## src/rtl/cpu_bus_pkg.sv

```systemverilog
package cpu_bus_pkg;
    typedef enum logic [1:0] {
        PH_PARK = 2'd0,
        PH_LOW  = 2'd1,
        PH_HIGH = 2'd2
    } phase_e;

    localparam logic [1:0] OP_LINES = 2'd0;
    localparam logic [1:0] OP_RUN   = 2'd1;
    localparam logic [1:0] OP_STEP  = 2'd2;
    localparam logic [1:0] OP_STOP  = 2'd3;

    localparam logic [1:0] KIND_RAM = 2'b00;
    localparam logic [1:0] KIND_ROM = 2'b01;

    localparam int NLINES = 5;
    // reset asserted, ready asserted, all others idle
    localparam logic [NLINES-1:0] LINES_RST = 5'b01001;
endpackage

```

## src/rtl/cbc_page_map.sv

```systemverilog
module cbc_page_map #(
    parameter int ADDR_W = 16,
    parameter int OFS_W  = 8,
    localparam int IDX_W = ADDR_W - OFS_W,
    localparam int NPAGE = 1 << IDX_W
) (
    input  logic             clk,
    input  logic             rst_n,
    input  logic             wr_en,
    input  logic [IDX_W-1:0] wr_page,
    input  logic [1:0]       wr_kind,
    input  logic [IDX_W-1:0] rd_page,
    output logic [1:0]       rd_kind
);
    logic [1:0] kind_d [NPAGE];
    logic [1:0] kind_q [NPAGE];

    always_comb begin
        for (int i = 0; i < NPAGE; i++) begin
            kind_d[i] = kind_q[i];
        end
        if (wr_en) begin
            kind_d[wr_page] = wr_kind;
        end
    end

    always_ff @(posedge clk or negedge rst_n) begin
        if (!rst_n) begin
            for (int i = 0; i < NPAGE; i++) begin
                kind_q[i] <= cpu_bus_pkg::KIND_RAM;
            end
        end else begin
            for (int i = 0; i < NPAGE; i++) begin
                kind_q[i] <= kind_d[i];
            end
        end
    end

    assign rd_kind = kind_q[rd_page];
endmodule

```

## src/rtl/cbc_sequencer.sv

```systemverilog
module cbc_sequencer
    import cpu_bus_pkg::*;
#(
    parameter int CNT_W = 16
) (
    input  logic              clk,
    input  logic              rst_n,
    input  logic              cmd_valid,
    input  logic [1:0]        cmd_op,
    input  logic [CNT_W-1:0]  cmd_arg,
    output logic              cmd_ready,
    input  logic              line_sense,
    output phase_e            phase,
    output logic              ext_stop,
    output logic [CNT_W-1:0]  cycles,
    output logic [NLINES-1:0] lines
);
    typedef struct packed {
        phase_e             phase;
        logic               stop_pend;
        logic               counted;
        logic [CNT_W-1:0]   left;
        logic [CNT_W-1:0]   cycles;
        logic               ext_stop;
        logic [NLINES-1:0]  ctrl;
        logic [NLINES-1:0]  lines;
    } seq_t;

    seq_t q, d;
    logic fire;

    always_comb begin
        d         = q;
        cmd_ready = (q.phase == PH_PARK) || (cmd_op == OP_LINES) || (cmd_op == OP_STOP);
        fire      = cmd_valid && cmd_ready;

        if (fire && cmd_op == OP_LINES) begin
            d.ctrl = cmd_arg[NLINES-1:0];
        end

        unique case (q.phase)
            PH_PARK: begin
                d.lines     = q.ctrl;
                d.stop_pend = 1'b0;
                if (fire && (cmd_op == OP_RUN ||
                             (cmd_op == OP_STEP && cmd_arg != '0))) begin
                    d.phase    = PH_LOW;
                    d.counted  = (cmd_op == OP_STEP);
                    d.left     = cmd_arg;
                    d.cycles   = '0;
                    d.ext_stop = 1'b0;
                end
            end
            PH_LOW: begin
                if (fire && cmd_op == OP_STOP) d.stop_pend = 1'b1;
                if (line_sense) begin
                    d.phase    = PH_PARK;
                    d.ext_stop = 1'b1;
                end else begin
                    d.phase = PH_HIGH;
                end
            end
            PH_HIGH: begin
                d.cycles = q.cycles + 1'b1;
                if (q.counted) d.left = q.left - 1'b1;
                if (q.stop_pend || (fire && cmd_op == OP_STOP) ||
                    (q.counted && q.left == CNT_W'(1))) begin
                    d.phase = PH_PARK;
                end else begin
                    d.phase = PH_LOW;
                    d.lines = q.ctrl;
                end
            end
            default: d.phase = PH_PARK;
        endcase
    end

    always_ff @(posedge clk or negedge rst_n) begin
        if (!rst_n) begin
            q.phase     <= PH_PARK;
            q.stop_pend <= 1'b0;
            q.counted   <= 1'b0;
            q.left      <= '0;
            q.cycles    <= '0;
            q.ext_stop  <= 1'b0;
            q.ctrl      <= LINES_RST;
            q.lines     <= LINES_RST;
        end else begin
            q <= d;
        end
    end

    assign phase    = q.phase;
    assign ext_stop = q.ext_stop;
    assign cycles   = q.cycles;
    assign lines    = q.lines;
endmodule

```

## src/rtl/cbc_sram_path.sv

```systemverilog
module cbc_sram_path
    import cpu_bus_pkg::*;
#(
    parameter int ADDR_W = 16
) (
    input  phase_e            phase,
    input  logic              cpu_rw,
    input  logic [ADDR_W-1:0] cpu_addr,
    input  logic [1:0]        page_kind,
    input  logic              host_req,
    input  logic              host_we,
    input  logic [ADDR_W-1:0] host_addr,
    output logic              ce,
    output logic              oe,
    output logic              we,
    output logic [ADDR_W-1:0] addr
);
    logic rd_ok, wr_ok;

    always_comb begin
        rd_ok = (page_kind == KIND_RAM) || (page_kind == KIND_ROM);
        wr_ok = (page_kind == KIND_RAM);
        ce    = 1'b0;
        oe    = 1'b0;
        we    = 1'b0;
        addr  = cpu_addr;
        if (phase == PH_PARK) begin
            addr = host_addr;
            ce   = host_req;
            we   = host_req && host_we;
            oe   = host_req && !host_we;
        end else if (phase == PH_HIGH) begin
            oe = cpu_rw && rd_ok;
            we = !cpu_rw && wr_ok;
            ce = oe || we;
        end
    end
endmodule

```

## src/rtl/cpu_bus_ctl.sv

```systemverilog
module cpu_bus_ctl
    import cpu_bus_pkg::*;
#(
    parameter int ADDR_W = 16,
    parameter int CNT_W  = 16,
    localparam int OFS_W  = 8,
    localparam int PAGE_W = ADDR_W - OFS_W
) (
    input  logic              clk,
    input  logic              rst_n,
    input  logic              cmd_valid_i,
    output logic              cmd_ready_o,
    input  logic [1:0]        cmd_op_i,
    input  logic [CNT_W-1:0]  cmd_arg_i,
    input  logic              map_we_i,
    input  logic [PAGE_W-1:0] map_page_i,
    input  logic [1:0]        map_kind_i,
    output logic              phi0_o,
    input  logic              phi0_line_i,
    input  logic [ADDR_W-1:0] cpu_addr_i,
    input  logic              cpu_rw_i,
    output logic [4:0]        cpu_lines_o,
    output logic              sram_ce_o,
    output logic              sram_oe_o,
    output logic              sram_we_o,
    output logic [ADDR_W-1:0] sram_addr_o,
    input  logic              host_req_i,
    input  logic              host_we_i,
    input  logic [ADDR_W-1:0] host_addr_i,
    output logic              running_o,
    output logic              ext_stop_o,
    output logic [CNT_W-1:0]  cycles_o
);
    phase_e     phase;
    logic [1:0] page_kind;

    cbc_sequencer #(.CNT_W(CNT_W)) u_seq (
        .clk        (clk),
        .rst_n      (rst_n),
        .cmd_valid  (cmd_valid_i),
        .cmd_op     (cmd_op_i),
        .cmd_arg    (cmd_arg_i),
        .cmd_ready  (cmd_ready_o),
        .line_sense (phi0_line_i),
        .phase      (phase),
        .ext_stop   (ext_stop_o),
        .cycles     (cycles_o),
        .lines      (cpu_lines_o)
    );

    cbc_page_map #(.ADDR_W(ADDR_W), .OFS_W(OFS_W)) u_map (
        .clk     (clk),
        .rst_n   (rst_n),
        .wr_en   (map_we_i),
        .wr_page (map_page_i),
        .wr_kind (map_kind_i),
        .rd_page (cpu_addr_i[ADDR_W-1:OFS_W]),
        .rd_kind (page_kind)
    );

    cbc_sram_path #(.ADDR_W(ADDR_W)) u_path (
        .phase     (phase),
        .cpu_rw    (cpu_rw_i),
        .cpu_addr  (cpu_addr_i),
        .page_kind (page_kind),
        .host_req  (host_req_i),
        .host_we   (host_we_i),
        .host_addr (host_addr_i),
        .ce        (sram_ce_o),
        .oe        (sram_oe_o),
        .we        (sram_we_o),
        .addr      (sram_addr_o)
    );

    assign phi0_o    = (phase != PH_LOW);
    assign running_o = (phase != PH_PARK);
endmodule

```

## config.mk

```make
export PLATFORM = sky130hd
export DESIGN_NAME = cpu_bus_ctl
export DESIGN_NICKNAME = d
export VERILOG_FILES = /design/src/rtl/cpu_bus_pkg.sv /design/src/rtl/cbc_page_map.sv /design/src/rtl/cbc_sequencer.sv /design/src/rtl/cbc_sram_path.sv /design/src/rtl/cpu_bus_ctl.sv
export SDC_FILE = /design/constraint.sdc
export NUM_CORES = 1
export LEC_CHECK = 0
export BUFFER_PORTS_ARGS = -buffer_cell sky130_fd_sc_hd__buf_4
export CAP_MARGIN = 20
export CORE_AREA = 2 2 188 236
export CTS_CLUSTER_DIAMETER = 100
export DETAILED_ROUTE_END_ITERATION = 10
export DIE_AREA = 0 0 190 238
export PLACE_DENSITY = 0.82
export SLEW_MARGIN = 20
export SYNTH_ARGS = -nofsm -noshare
export SYNTH_HDL_FRONTEND = slang
export SYNTH_SLANG_ARGS = --single-unit
```

## constraint.sdc

```tcl
create_clock -name clk -period 5.45 [get_ports clk]
set_input_delay 0.545 -clock clk [delete_from_list [all_inputs] [get_ports clk]]
set_output_delay 0.545 -clock clk [all_outputs]
set_load 0.01 [all_outputs]
```

# Yosys cells after proc, flatten, opt, wreduce, memory -nomap -nowiden
# Cells that the tools add are included.
# op_classes
add_sub_neg,2
order_cmp,3
eq_ne,13
muxes,26
bitwise,2
reduce_logical,33
# ops
op,n
$bwmux W512,1
$pmux W32 S2,1
$mux W33,1
$mux W16,2
$ge A9 B9 Y1 const B,2
$not A8 Y9,2
$add A16 B1 Y16 const B,1
$bmux W2 S8,1
$demux W2 S8,1
$eq A16 B1 Y1 const B,1
$reduce_bool A16 Y1,1
$sub A16 B1 Y16 const B,1
$logic_and A1 B1 Y1,11
$mux W2,5
$pmux W5 S2,1
$lt A9 B1 Y1 const B,1
$mux W1,9
$ne A2 B2 Y1 const B,4
$reduce_and A2 Y1,4
$logic_or A1 B1 Y1,7
$eq A2 B1 Y1 const B,3
$eq A2 B2 Y1 const B,3
$logic_not A2 Y1,3
$pmux W2 S3,1
other kinds (6),12
# totals
regBits,559
wordCells,343

# Logic depth before layout (Yosys ltp)
# Gate-level depths: netlist of run 1.
# logic_depth
depth_word,10
mapped_depth,13
mapped_depth_nobuf,8

# Modules after synthesis
# Synthesis of run 1 repeated with hierarchy kept, for this count alone.
# unflattened
hier_cells,2182
hier_area_um2,27985.6
# modules_own_cells
module,instances,cells_each,area_per_inst_um2,seq_area_each_um2
cbc_page_map,1,1865,24911.4,12812.3
cbc_sequencer,1,285,2751.4,1181.1
cbc_sram_path,1,30,310.3,0.0
cpu_bus_ctl,1,2,12.5,0.0

# Worst setup path before layout of run 1
# No wires, ideal clock.
# synth_timing
path_kind,in2out
start,in cpu_addr_i[8]
end,out sram_we_o
arrival_time_ps,2585
required_ps,4905
setup_slack_ps,2320
path_stages,9
path_buffers,2
cell_sequence,buf_6 -> buf_12 -> mux4_1 -> mux4_2 -> a22o_1 -> a211oi_2 -> a311o_1 -> nand4_1 -> o21ai_1
# synth_via
elab_chain_cells,8
# synth_rtl
item,line_no,source
start: declaration,cpu_bus_ctl.sv:20,"input logic [ADDR_W-1:0] cpu_addr_i,"
$not A8 Y9 (implied by the code),cbc_page_map.sv:39,assign rd_kind = kind_q[rd_page];
$bmux W2 S8,cbc_page_map.sv:39,
$mux W2 (implied by the code) (2 in a row),cbc_page_map.sv:39,
$logic_not A2 Y1,cbc_sram_path.sv:22,wr_ok = (page_kind == KIND_RAM);
$logic_and A1 B1 Y1,cbc_sram_path.sv:34,we = !cpu_rw && wr_ok;
$mux W1,cbc_sram_path.sv:32,end else if (phase == PH_HIGH) begin
$mux W1,cbc_sram_path.sv:27,if (phase == PH_PARK) begin
end: declaration,cpu_bus_ctl.sv:25,"output logic sram_we_o,"
# No other way between the ends. The select of a mux whose other input is x is not followed.

# Final worst setup path of run 1
# layout_timing
start,in cpu_addr_i[9]
end,out sram_oe_o
# layout_via
elab_chain_cells,9
word_cells_on_any_way,10
# layout_rtl
item,line_no,source
$not A8 Y9 (implied by the code) *,cbc_page_map.sv:39,
$bmux W2 S8 *,cbc_page_map.sv:39,
$mux W2 (implied by the code) * (2 in a row),cbc_page_map.sv:39,
$eq A2 B1 Y1 / $logic_not A2 Y1 (equally long branches),cbc_sram_path.sv:21,rd_ok = (page_kind == KIND_RAM) || (page_kind == KIND_ROM);
$logic_or A1 B1 Y1 *,cbc_sram_path.sv:21,
$logic_and A1 B1 Y1 *,cbc_sram_path.sv:33,oe = cpu_rw && rd_ok;
$mux W1 *,cbc_sram_path.sv:32,
$mux W1 *,cbc_sram_path.sv:27,
end: declaration,cpu_bus_ctl.sv:24,"output logic sram_oe_o,"
# Mark *: on every way between the ends. The rest lies on a longest branch, timed or not. The select of a mux whose other input is x is not followed.

==> out/results.tsv, run 1 <==
stage	metric	value	unit
final_layout	utilization after layout	71.27	%
synthesis	post-synthesis register bit count	559	
final_layout	P&R area growth vs syn	10.78	%
place	Placer Congestion	0.8602	
sta	Slew Limit Fails	0	
power	Comb pwr share	11.4	%
power	sequential power share	48.0	%
synthesis	Synth cell types	67	
die	Die ar.	45220	sq um
die	# IOs	112	
power	peak supply drop	0.3077	mV
routing	drc violations	0	
worst_setup_path	startpoint types	primary input	
global_routing	most used routing layer	met2	
worst_setup_path	reg2reg start	u_seq.phase[1]	
worst_setup_path	FF-to-FF End	u_seq.cycles[15]	
global_routing	largest net degree at the start of global routing	184	
power	Pwr per Cell Area	313.1	nW/um^2
final_layout	Net count, final	2223	
worst_setup_path	Cell Chain, Critical Path	buf_6 > nand2b_1 > o22ai_1 > a2111oi_0 > o311ai_0 > a211oi_1 > o31ai_1 > o22ai_1 > buf_4	
worst_setup_path	critical path type	in2out	
cts	Max H-tree Level	2	
routing	antenna-violating nets left	0	
final_layout	Inserted Diodes	0	
worst_setup_path	Worst setup EP type	output port	
cts	Post-CTS Hold Buffers	0	
global_routing	met2 GRT Util	51.01	%
die	Die Height	238	um
cts	Root Driver	clkbuf_16	
global_routing	Total Routing Usage GR	31.87	%
synthesis	sequential fraction of the synthesis area	50.75	%
power	cell-internal power	7176	uW
status	violated checks	negative hold slack	
global_routing	first-pass GRT wire length	110200	um
synthesis	Synth async-reset ratio	100.0	%
synthesis	Synth Net Count	2186	
worst_setup_path	worst r2r path cells	7	
place	port bufs	111	
final_layout	register area	13990	sq um
synthesis	Syn Area/Cell	13.04	sq um
worst_setup_path	buffers and inverters on the worst path	2	
sta	clock skew	0.008271	ns
power	Leak	0.01451	uW
worst_setup_path	Critical Path RT	4.91	ns
routing	total routed wirelength	70730	um
sta	Slew HR	27.51	%
cts	CTS-repair resized insts	0	
routing	Vias/cell	6.688	
cts	CTS max path bufs	3	
final_layout	commonest cells after routing, fill and taps aside	dfrtp_1 (555), mux2_2 (536), nand2_1 (315), buf_4 (148), mux4_2 (90)	
place	dpl hpwl	43220	um
sta	RSZ-0062 raised after global routing	false	
worst_setup_path	CP arrival	3.95	ns
sta	Final setup viols	0	
sta	Worst Tran Pin Value	1.081	ns
die	width of the die	190	um
power	Net Sw Power	2390	uW
sta	setup TNS	0	ns
sta	Period minus WS final	4.491	ns
worst_setup_path	Crit Path Max Fanout	91	
final_layout	most common cell after layout, fill and taps aside	dfrtp_1	
cts	number of setup buffers added after CTS	0	
status	status	complete, but fails checks	
hold_path	hold crit path type	in2async	
cts	Num CTS Buffers	55	
sta	final worst setup slack	0.9592	ns
place	Setup WS pre-CTS	1.193	ns
power	switching share of power	24.99	%
cts	CTS tree	built	
global_routing	vias in the first global route	19302	
synthesis	Synth Flop Type	dfrtp_1	
cts	clk slew on worst S/H paths	0.06	ns
routing	DRT Pass-1 Iters	5	
routing	routed len/inst	25.60	um
global_routing	M1 GR Usage	42.01	%
sta	FMAX	222.7	MHz
global_routing	GR Overflow Total	0	
routing	1st-iter DRT viols	1817	
worst_setup_path	crit path launch	cpu_addr_i[9]	
worst_setup_path	R2R setup slack	2.69	ns
sta	Fin. Hold Viols	23	
final_layout	Filler cells	2746	
worst_setup_path	critical path's slowest cell	buf_6	
synthesis	Mapped Cells	2115	
worst_setup_path	Critical Path Most Common Cell	o22ai_1	
worst_setup_path	Max stage delay on crit path	0.72	ns
final_layout	share of post-route cells with drive strength above 1	41.36	%
global_routing	grt met3 use	6.530	%
die	Core Rows	85	
routing	Via Count	18479	
sta	Tcrit/Tclk final	82.40	%
worst_setup_path	CP top delay family	compound AO/OA/AOI/OAI gates	
final_layout	area occupied by multi-input gates	12660	sq um
cts	Clock Sinks	559	
die	Starting Density	64.34	%
synthesis	post-synthesis instance area	27570	sq um
synthesis	EDFF count, synth	0	
global_routing	initial antenna violation count	0	
sta	Hold Slack	-0.05920	ns
synthesis	Syn. warnings	0	
cts	clk_lat worst skew	0.61	ns
power	clock share of power	40.6	%
job	max-cap violations	0	
die	core area	42860	sq um
## cells by family after synthesis
kind of cell	share of synthesized area (%)
adder cells (fa/ha/maj)	0.1361
XOR/XNOR	0.4129
buffers and inverters	3.739
multiplexers	33.68
AO/OA/AOI/OAI	3.485
AND/OR/NAND/NOR	7.796
flip-flops	50.75
## synthesized netlist by cell type (all sizes together), types with 8 or more instances
library cell	n	share of area, %
a211oi	9	0.26
a21oi	22	0.40
a22oi	8	0.22
a31oi	8	0.18
buf	56	1.7
clkbuf	121	1.8
dfrtp	555	50
inv	10	0.14
mux2	536	22
mux2i	49	1.8
mux4	118	10
nand2	315	4.3
nand2b	17	0.39
nand3	17	0.31
nand4	9	0.20
nor2	68	0.93
nor3	38	0.71
nor4	16	0.36
o21ai	32	0.58
o22ai	14	0.32
xor2	9	0.29
## power by group through the flow
stage               sequential [uW]  clock (uW)  combinational [uW]
global route                   4610        4090                1180
finish                         4590        3890                1090
detailed placement             4650           0                1080
global placement               4640           0                1040
CTS                            4580        3920                1090
floorplan                      4590           0                 723
## layer usage
metal	up-vias	part of all wire (%)
li1	7785	-
met1	9641	39
met2	810	48
met3	243	7.7
met4	0	5.3
met5	-	0
## sequential cells by signal (all words and copies together) (netlist names)
signal	flops
u_map.kind_q	512
u_seq.cycles	16
u_seq.ext_stop	1
u_seq.lines	5
u_seq.phase	2
u_seq.q	23
## layout make-up
cell class | count | area share, %
clock inverters | 19 | 0.7004
inverters | 13 | 0.1597
clock buffers | 84 | 5.390
well taps | 565 | 2.314
repair buffers | 158 | 4.170
multi-input cells | 1365 | 41.46
flip-flops and latches | 559 | 45.81
## stage by stage
stage	instance area (sq um)	instances	hold WS (ns)	total power, uW
3_3_place_gp	28680	2660	0.4786	5679
2_1_floorplan	27570	2115	0.2494	5317
6_report	30550	2763	-0.05920	9566
5_1_grt	30550	2763	0.04083	9880
3_5_place_dp	28680	2660	0.4861	5736
4_1_cts	30540	2763	0.0003416	9596
## how the worst max path moves through the flow
stage,end,slack [ns],cells after the start
after floorplan,sram_we_o,2.32,9
after global placement,sram_we_o,1.21,8
after detailed placement,sram_oe_o,1.19,8
after CTS,sram_oe_o,1.11,8
after global routing,sram_oe_o,0.88,8
final,sram_oe_o,0.96,9
No activity file was read; power rests on OpenSTA's default activity.
==> run 2, diff against run 1 <==
--- a/config.mk
+++ b/config.mk
@@ -7,11 +7,11 @@
 export LEC_CHECK = 0
 export BUFFER_PORTS_ARGS = -buffer_cell sky130_fd_sc_hd__buf_4
 export CAP_MARGIN = 20
-export CORE_AREA = 2 2 188 236
+export CORE_AREA = 2 2 202 254
 export CTS_CLUSTER_DIAMETER = 100
 export DETAILED_ROUTE_END_ITERATION = 10
-export DIE_AREA = 0 0 190 238
-export PLACE_DENSITY = 0.82
+export DIE_AREA = 0 0 204 256
+export PLACE_DENSITY = 0.76
 export SLEW_MARGIN = 20
 export SYNTH_ARGS = -nofsm -noshare
 export SYNTH_HDL_FRONTEND = slang
==> constraint.sdc (replaced) <==
create_clock -name clk -period 3.6 [get_ports clk]
set_input_delay 0.36 -clock clk [delete_from_list [all_inputs] [get_ports clk]]
set_output_delay 0.36 -clock clk [all_outputs]
set_load 0.01 [all_outputs]
==> run 2 against run 1 <==
Compared with the run above:
- the flow now finishes without violations
- non-clock buffer count up 52
- die area up 15%
- sequential cell count unchanged
- clock power up 56%
- critical path depth down 1
- clock-buffer cell count down 5
- largest power group unchanged
==> out/results.tsv, run 2 (same netlist as run 1, synthesis figures left out) <==
stage	metric	value	unit	change
cts	clk slew on worst S/H paths	0.07	ns	was 0.06 ns
job	max-cap violations	0		unchanged
final_layout	area occupied by multi-input gates	12650	sq um	was 12,660 sq um
sta	FMAX	281.7	MHz	
hold_path	hold crit path type	in2reg		was in2async
sta	RSZ-0062 raised after global routing	true		was false
die	Die ar.	52220	sq um	was 45,220 sq um
final_layout	most common cell after layout, fill and taps aside	dfrtp_1		unchanged
sta	Slew HR	33.90	%	was 27.51%
sta	Worst Tran Pin Value	0.9915	ns	was 1.081 ns
final_layout	Non-Filler Instances	2904		was 2,763
routing	drc violations	0		unchanged
routing	total routed wirelength	72790	um	was 70,730 um
routing	routed len/inst	25.06	um	was 25.60 um
final_layout	Net count, final	2274		was 2,223
sta	Period minus WS final	3.550	ns	
cts	number of setup buffers added after CTS	0		unchanged
die	Starting Density	55.19	%	was 64.34%
final_layout	commonest cells after routing, fill and taps aside	dfrtp_1 (555), mux2_2 (536), nand2_1 (315), buf_4 (187), mux4_2 (95)		was dfrtp_1 (555), mux2_2 (536), nand2_1 (315), buf_4 (148), mux4_2 (90)
die	core area	49960	sq um	was 42,860 sq um
routing	Vias/cell	6.369		was 6.688
worst_setup_path	Critical Path RT	3.24	ns	was 4.91 ns
status	status	complete, no violations		was complete, but fails checks
power	peak supply drop	0.3593	mV	was 0.3077 mV
final_layout	Reg with most FFs	u_map.kind_q		unchanged
global_routing	Total Routing Usage GR	28.43	%	was 31.87%
final_layout	P&R area growth vs syn	13.20	%	was 10.78%
global_routing	largest net degree at the start of global routing	110		was 184
final_layout	biggest regs	u_map.kind_q: 512 flops, u_seq.q: 23 flops, u_seq.cycles: 16 flops		unchanged
sta	Final setup viols	0		unchanged
final_layout	max reg flops	512		unchanged
cts	Clock Sinks	559		unchanged
worst_setup_path	Max stage delay on crit path	0.51	ns	was 0.72 ns
cts	clk_lat worst skew	0.62	ns	was 0.61 ns
place	dpl hpwl	46880	um	was 43,220 um
sta	Hold Slack	0.02024	ns	was -0.05920 ns
sta	clock skew	0.007776	ns	was 0.008271 ns
worst_setup_path	critical path type	reg2out		was in2out
global_routing	initial antenna violation count	0		unchanged
final_layout	Filler cells	3631		was 2,746
routing	antenna-violating nets left	0		unchanged
worst_setup_path	startpoint types	flip-flop		was primary input
cts	CTS max path bufs	3		unchanged
cts	Max H-tree Level	2		unchanged
routing	Via Count	18497		was 18,479
place	port bufs	111		unchanged
die	Core Rows	92		was 85
final_layout	share of post-route cells with drive strength above 1	42.70	%	was 41.36%
routing	1st-iter DRT viols	1700		was 1,817
cts	CTS tree	built		unchanged
power	Pwr per Cell Area	472.0	nW/um^2	was 313.1 nW/um^2
worst_setup_path	Crit Path Max Fanout	2		was 91
die	Die Height	256	um	was 238 um
place	DP Cell Count	2800		was 2,660
global_routing	first-pass GRT wire length	114200	um	was 110,200 um
cts	Root Driver	clkbuf_16		unchanged
sta	Tcrit/Tclk final	98.61	%	
global_routing	GR Overflow Total	0		unchanged
final_layout	Inserted Diodes	0		unchanged
worst_setup_path	Worst setup EP type	output port		unchanged
sta	Slew Limit Fails	0		unchanged
worst_setup_path	Critical Path Most Common Cell	mux4_2		was o22ai_1
die	# IOs	112		unchanged
final_layout	register area	13990	sq um	unchanged
cts	Num CTS Buffers	54		was 55
worst_setup_path	CP arrival	3.19	ns	was 3.95 ns
die	width of the die	204	um	was 190 um
power	Leak	0.01478	uW	was 0.01451 uW
sta	Fin. Hold Viols	0		was 23
worst_setup_path	Cell Chain, Critical Path	mux4_2 > mux4_2 > a22o_1 > a211oi_4 > a311o_1 > nand4_1 > o21ai_1 > buf_4		was buf_6 > nand2b_1 > o22ai_1 > a2111oi_0 > o311ai_0 > a211oi_1 > o31ai_1 > o22ai_1 > buf_4
global_routing	vias in the first global route	19589		was 19,302
place	Placer Congestion	0.8887		was 0.8602
worst_setup_path	critical path's slowest cell	mux4_2		was buf_6
routing	DRT Pass-1 Iters	6		was 5
run 2: final cells by class:
cell class | count | area share (%)
clock inverter | 20 | 0.9701
multi-input combinational | 1365 | 40.54
inverter | 13 | 0.1563
clock buffer | 79 | 5.175
sequential | 559 | 44.83
timing repair buffer | 210 | 5.692
tap | 658 | 2.638
run 2: worst paths after layout:
kind / start / endpoint / slack [ns] / depth (start not counted)
setup / recovery: u_map.kind_q[298] / sram_we_o / 0.05 / 8
hold / removal: cmd_op_i[1] / u_seq.q[43] / 0.02 / 3
setup reg to reg: u_seq.phase[0] / u_seq.cycles[15] / 1.08 / 6
hold reg to reg: u_map.kind_q[260] / u_map.kind_q[260] / 0.50 / 1
max in group asynchronous: rst_n / u_map.kind_q[460] / 2.22 / 3
min in group asynchronous: rst_n / u_map.kind_q[385] / 0.31 / 2
run 2: critical path, delay by kind of cell (launching register included):
kind	cells	cell delay [ns]
AO/OA/AOI/OAI	4	0.90
buffers and inverters	1	0.14
flip-flops	1	0.39
multiplexers	2	1.00
AND/OR/NAND/NOR	1	0.13
run 2: through the flow:
stage | utilization (%) | setup slack, ns | TNS, ns | total power (uW) | area (sq um)
2_1_floorplan | - | 0.8400 | 0 | 8049 | 27570
3_3_place_gp | 58.54 | 0.1497 | 0 | 8679 | 29240
3_5_place_dp | 58.54 | 0.1632 | 0 | 8763 | 29240
4_1_cts | 62.44 | -0.04051 | -0.04143 | 14790 | 31190
5_1_grt | 62.48 | -0.04568 | -0.04568 | 15250 | 31210
6_report | 62.48 | 0.05004 | 0 | 14730 | 31210
run 2: routing by layer:
| layer | wire [um] | GRT usage (%) | vias to the layer above | part of all wire [%] |
|---|---|---|---|---|
| met4 | 3649 | 13.16 | 0 | 5.0 |
| met2 | 35390 | 45.70 | 725 | 49 |
| li1 | - | - | 7865 | - |
| met5 | 0 | 0 | - | 0 |
| met1 | 28420 | 37.48 | 9687 | 39 |
| met3 | 5329 | 5.475 | 220 | 7.3 |
run 2: what timing repair did:
action,4_1_cts,5_1_grt
hold buffers,5,0
endpoints found under the setup margin,2,3
endpoints found under the hold margin,90,0
resized for setup,5,3
pin swaps,6,4
run 2: power breakdown:
| part | internal, uW | switching [uW] | leakage (uW) |
|---|---|---|---|
| clock network | 3550 | 2510 | 0.000943 |
| registers | 6690 | 265 | 0.00765 |
| logic | 785 | 938 | 0.00619 |
| total | 11000 | 3710 | 0.0148 |
==> run 3, diff against run 2 <==
--- a/config.mk
+++ b/config.mk
@@ -12,6 +12,7 @@
 export DETAILED_ROUTE_END_ITERATION = 10
 export DIE_AREA = 0 0 204 256
 export PLACE_DENSITY = 0.76
+export RECOVER_POWER = 25
 export SLEW_MARGIN = 20
 export SYNTH_ARGS = -nofsm -noshare
 export SYNTH_HDL_FRONTEND = slang
==> run 3 against run 2 <==
Compared with the run above:
- the run now ends with max-capacitance violations, max-slew violations left
- worst setup slack worse by 0.015 ns
- hold slack better by 0.0027 ns
- sequential power about the same
- via count up 0.25%
- clock power about the same
- global-route usage unchanged
- clock-buffer cell count unchanged
- critical path type unchanged
- largest cell class unchanged
- largest power group unchanged
==> out/results.tsv, run 3 (same netlist as run 1, synthesis figures left out) <==
stage	metric	value	unit	change
final_layout	max reg flops	512		unchanged
final_layout	Reg with most FFs	u_map.kind_q		unchanged
power	Pwr per Cell Area	472.5	nW/um^2	was 472.0 nW/um^2
global_routing	grt met3 use	5.475	%	unchanged
die	width of the die	204	um	unchanged
final_layout	Net count, final	2274		unchanged
global_routing	met2 GRT Util	45.70	%	unchanged
sta	Slew HR	-65.87	%	was 33.90%
sta	Worst Tran Pin Value	2.488	ns	was 0.9915 ns
cts	CTS max path bufs	3		unchanged
routing	drc violations	0		unchanged
power	cell-internal power	11010	uW	was 11,020 uW
worst_setup_path	Crit Path Max Fanout	2		unchanged
sta	Hold Slack	0.02292	ns	was 0.02024 ns
place	port bufs	111		unchanged
job	max-cap violations	1		was 0
sta	clock skew	0.005585	ns	was 0.007776 ns
die	Die Height	256	um	unchanged
final_layout	share of post-route cells with drive strength above 1	42.61	%	was 42.70%
final_layout	P&R area growth vs syn	13.02	%	was 13.20%
sta	Tcrit/Tclk final	99.01	%	was 98.61%
place	dpl hpwl	46880	um	unchanged
final_layout	Final Instance Area	31160	sq um	was 31,210 sq um
routing	antenna-violating nets left	0		unchanged
final_layout	Inserted Diodes	0		unchanged
global_routing	most used routing layer	met2		unchanged
global_routing	initial antenna violation count	0		unchanged
cts	CTS tree	built		unchanged
worst_setup_path	CP arrival	3.20	ns	was 3.19 ns
sta	Fin. Hold Viols	0		unchanged
sta	Period minus WS final	3.565	ns	was 3.550 ns
worst_setup_path	critical path type	reg2out		unchanged
final_layout	most common cell after layout, fill and taps aside	dfrtp_1		unchanged
sta	FMAX	280.5	MHz	was 281.7 MHz
sta	Slew Limit Fails	93		was 0
cts	number of setup buffers added after CTS	0		unchanged
die	Core Rows	92		unchanged
routing	Vias/cell	6.386		was 6.369
sta	Final setup viols	0		unchanged
die	Die ar.	52220	sq um	unchanged
global_routing	first-pass GRT wire length	114200	um	unchanged
power	Comb pwr share	11.7	%	about the same
power	peak supply drop	0.3576	mV	was 0.3593 mV
global_routing	largest net degree at the start of global routing	110		unchanged
routing	DRT Pass-1 Iters	6		unchanged
power	Leak	0.01476	uW	was 0.01478 uW
power	clock share of power	41.1	%	about the same
routing	Via Count	18544		was 18,497
cts	Max H-tree Level	2		unchanged
worst_setup_path	Critical Path RT	3.24	ns	about the same
routing	1st-iter DRT viols	1740		was 1,700
sta	RSZ-0062 raised after global routing	true		unchanged
final_layout	biggest regs	u_map.kind_q: 512 flops, u_seq.q: 23 flops, u_seq.cycles: 16 flops		unchanged
cts	Root Driver	clkbuf_16		unchanged
die	core area	49960	sq um	unchanged
hold_path	hold crit path type	in2reg		unchanged
worst_setup_path	startpoint types	flip-flop		unchanged
cts	Clock Sinks	559		unchanged
final_layout	commonest cells after routing, fill and taps aside	dfrtp_1 (555), mux2_2 (536), nand2_1 (315), buf_4 (184), mux4_2 (95)		was dfrtp_1 (555), mux2_2 (536), nand2_1 (315), buf_4 (187), mux4_2 (95)
cts	clk slew on worst S/H paths	0.06	ns	was 0.07 ns
power	switching share of power	25.20	%	about the same
die	# IOs	112		unchanged
routing	total routed wirelength	72740	um	was 72,790 um
cts	Num CTS Buffers	54		unchanged
global_routing	M1 GR Usage	37.48	%	unchanged
routing	routed len/inst	25.05	um	was 25.06 um
cts	clk_lat worst skew	0.62	ns	about the same
worst_setup_path	Worst setup EP type	output port		unchanged
global_routing	vias in the first global route	19589		unchanged
power	Net Sw Power	3710	uW	was 3713 uW
status	status	complete, but fails checks		was complete, no violations
global_routing	GR Overflow Total	0		unchanged
global_routing	Total Routing Usage GR	28.43	%	unchanged
power	sequential power share	47.2	%	about the same
place	Placer Congestion	0.8887		unchanged
status	violated checks	max-capacitance violations, max-slew violations		
die	Starting Density	55.19	%	unchanged
place	dpl cell area	29240	sq um	unchanged
==> run 3: worst paths after layout <==
| kind | endpoint | cells past startpoint | slack, ns | start |
|---|---|---|---|---|
| max | sram_we_o | 8 | 0.04 | u_map.kind_q[298] |
| min | u_seq.q[7] | 2 | 0.02 | cmd_arg_i[2] |
| max reg2reg | u_seq.cycles[15] | 6 | 1.08 | u_seq.phase[0] |
| min reg2reg | u_map.kind_q[260] | 1 | 0.50 | u_map.kind_q[260] |
| max in group asynchronous | u_seq.cycles[11] | 3 | 0.55 | rst_n |
| min in group asynchronous | u_map.kind_q[385] | 2 | 0.99 | rst_n |
==> run 3: timing repair <==
| action | in CTS | in global routing |
|---|---|---|
| hold endpoints to repair | 90 | 0 |
| resized for setup | 5 | 3 |
| hold buffers | 5 | 0 |
| endpoints found under the setup margin | 2 | 3 |
| pin swaps | 6 | 4 |
==> run 3: metal layers <==
| metal | routed length [um] | share of wire (%) | up-vias |
|---|---|---|---|
| met5 | 0 | 0 | - |
| met4 | 3476 | 4.8 | 0 |
| met3 | 5582 | 7.7 | 207 |
| met2 | 35460 | 49 | 774 |
| met1 | 28230 | 39 | 9705 |
| li1 | - | - | 7858 |
==> run 3: final cells by class <==
type                            instances  area [sq um]
Fill cell                            3636         18790
Sequential cell                       559         13990
Multi-Input combinational cell       1365         12650
Timing Repair Buffer                  210          1727
Clock buffer                           79          1615
Tap cell                              658         823.3
Clock inverter                         20         302.8
Inverter                               13         48.80
==> run 3: power by group through the flow <==
stage	sequential [uW]	combinational (uW)	clock (uW)
finish	6950	1720	6060
global route	6980	1860	6410
CTS	6940	1720	6130
detailed placement	7050	1710	0
global placement	7020	1660	0
floorplan	6950	1090	0
==> run 3: critical path: stages, from the launching register on <==
cell,delay [ns]
dfrtp_1,0.39
mux4_2,0.49
mux4_2,0.51
a22o_1,0.23
a211oi_4,0.25
a311o_1,0.26
nand4_1,0.14
o21ai_1,0.16
buf_4,0.14
==> run 3: metrics by stage <==
step | utilization [%] | cells | setup slack, ns | power (uW) | TNS, ns
floorplan | - | 2115 | 0.8400 | 8049 | 0
global placement | 58.54 | 2800 | 0.1497 | 8679 | 0
detailed placement | 58.54 | 2800 | 0.1632 | 8763 | 0
CTS | 62.44 | 2904 | -0.04051 | 14790 | -0.04143
global route | 62.38 | 2904 | -0.04568 | 15250 | -0.04568
finish | 62.38 | 2904 | 0.03547 | 14720 | 0
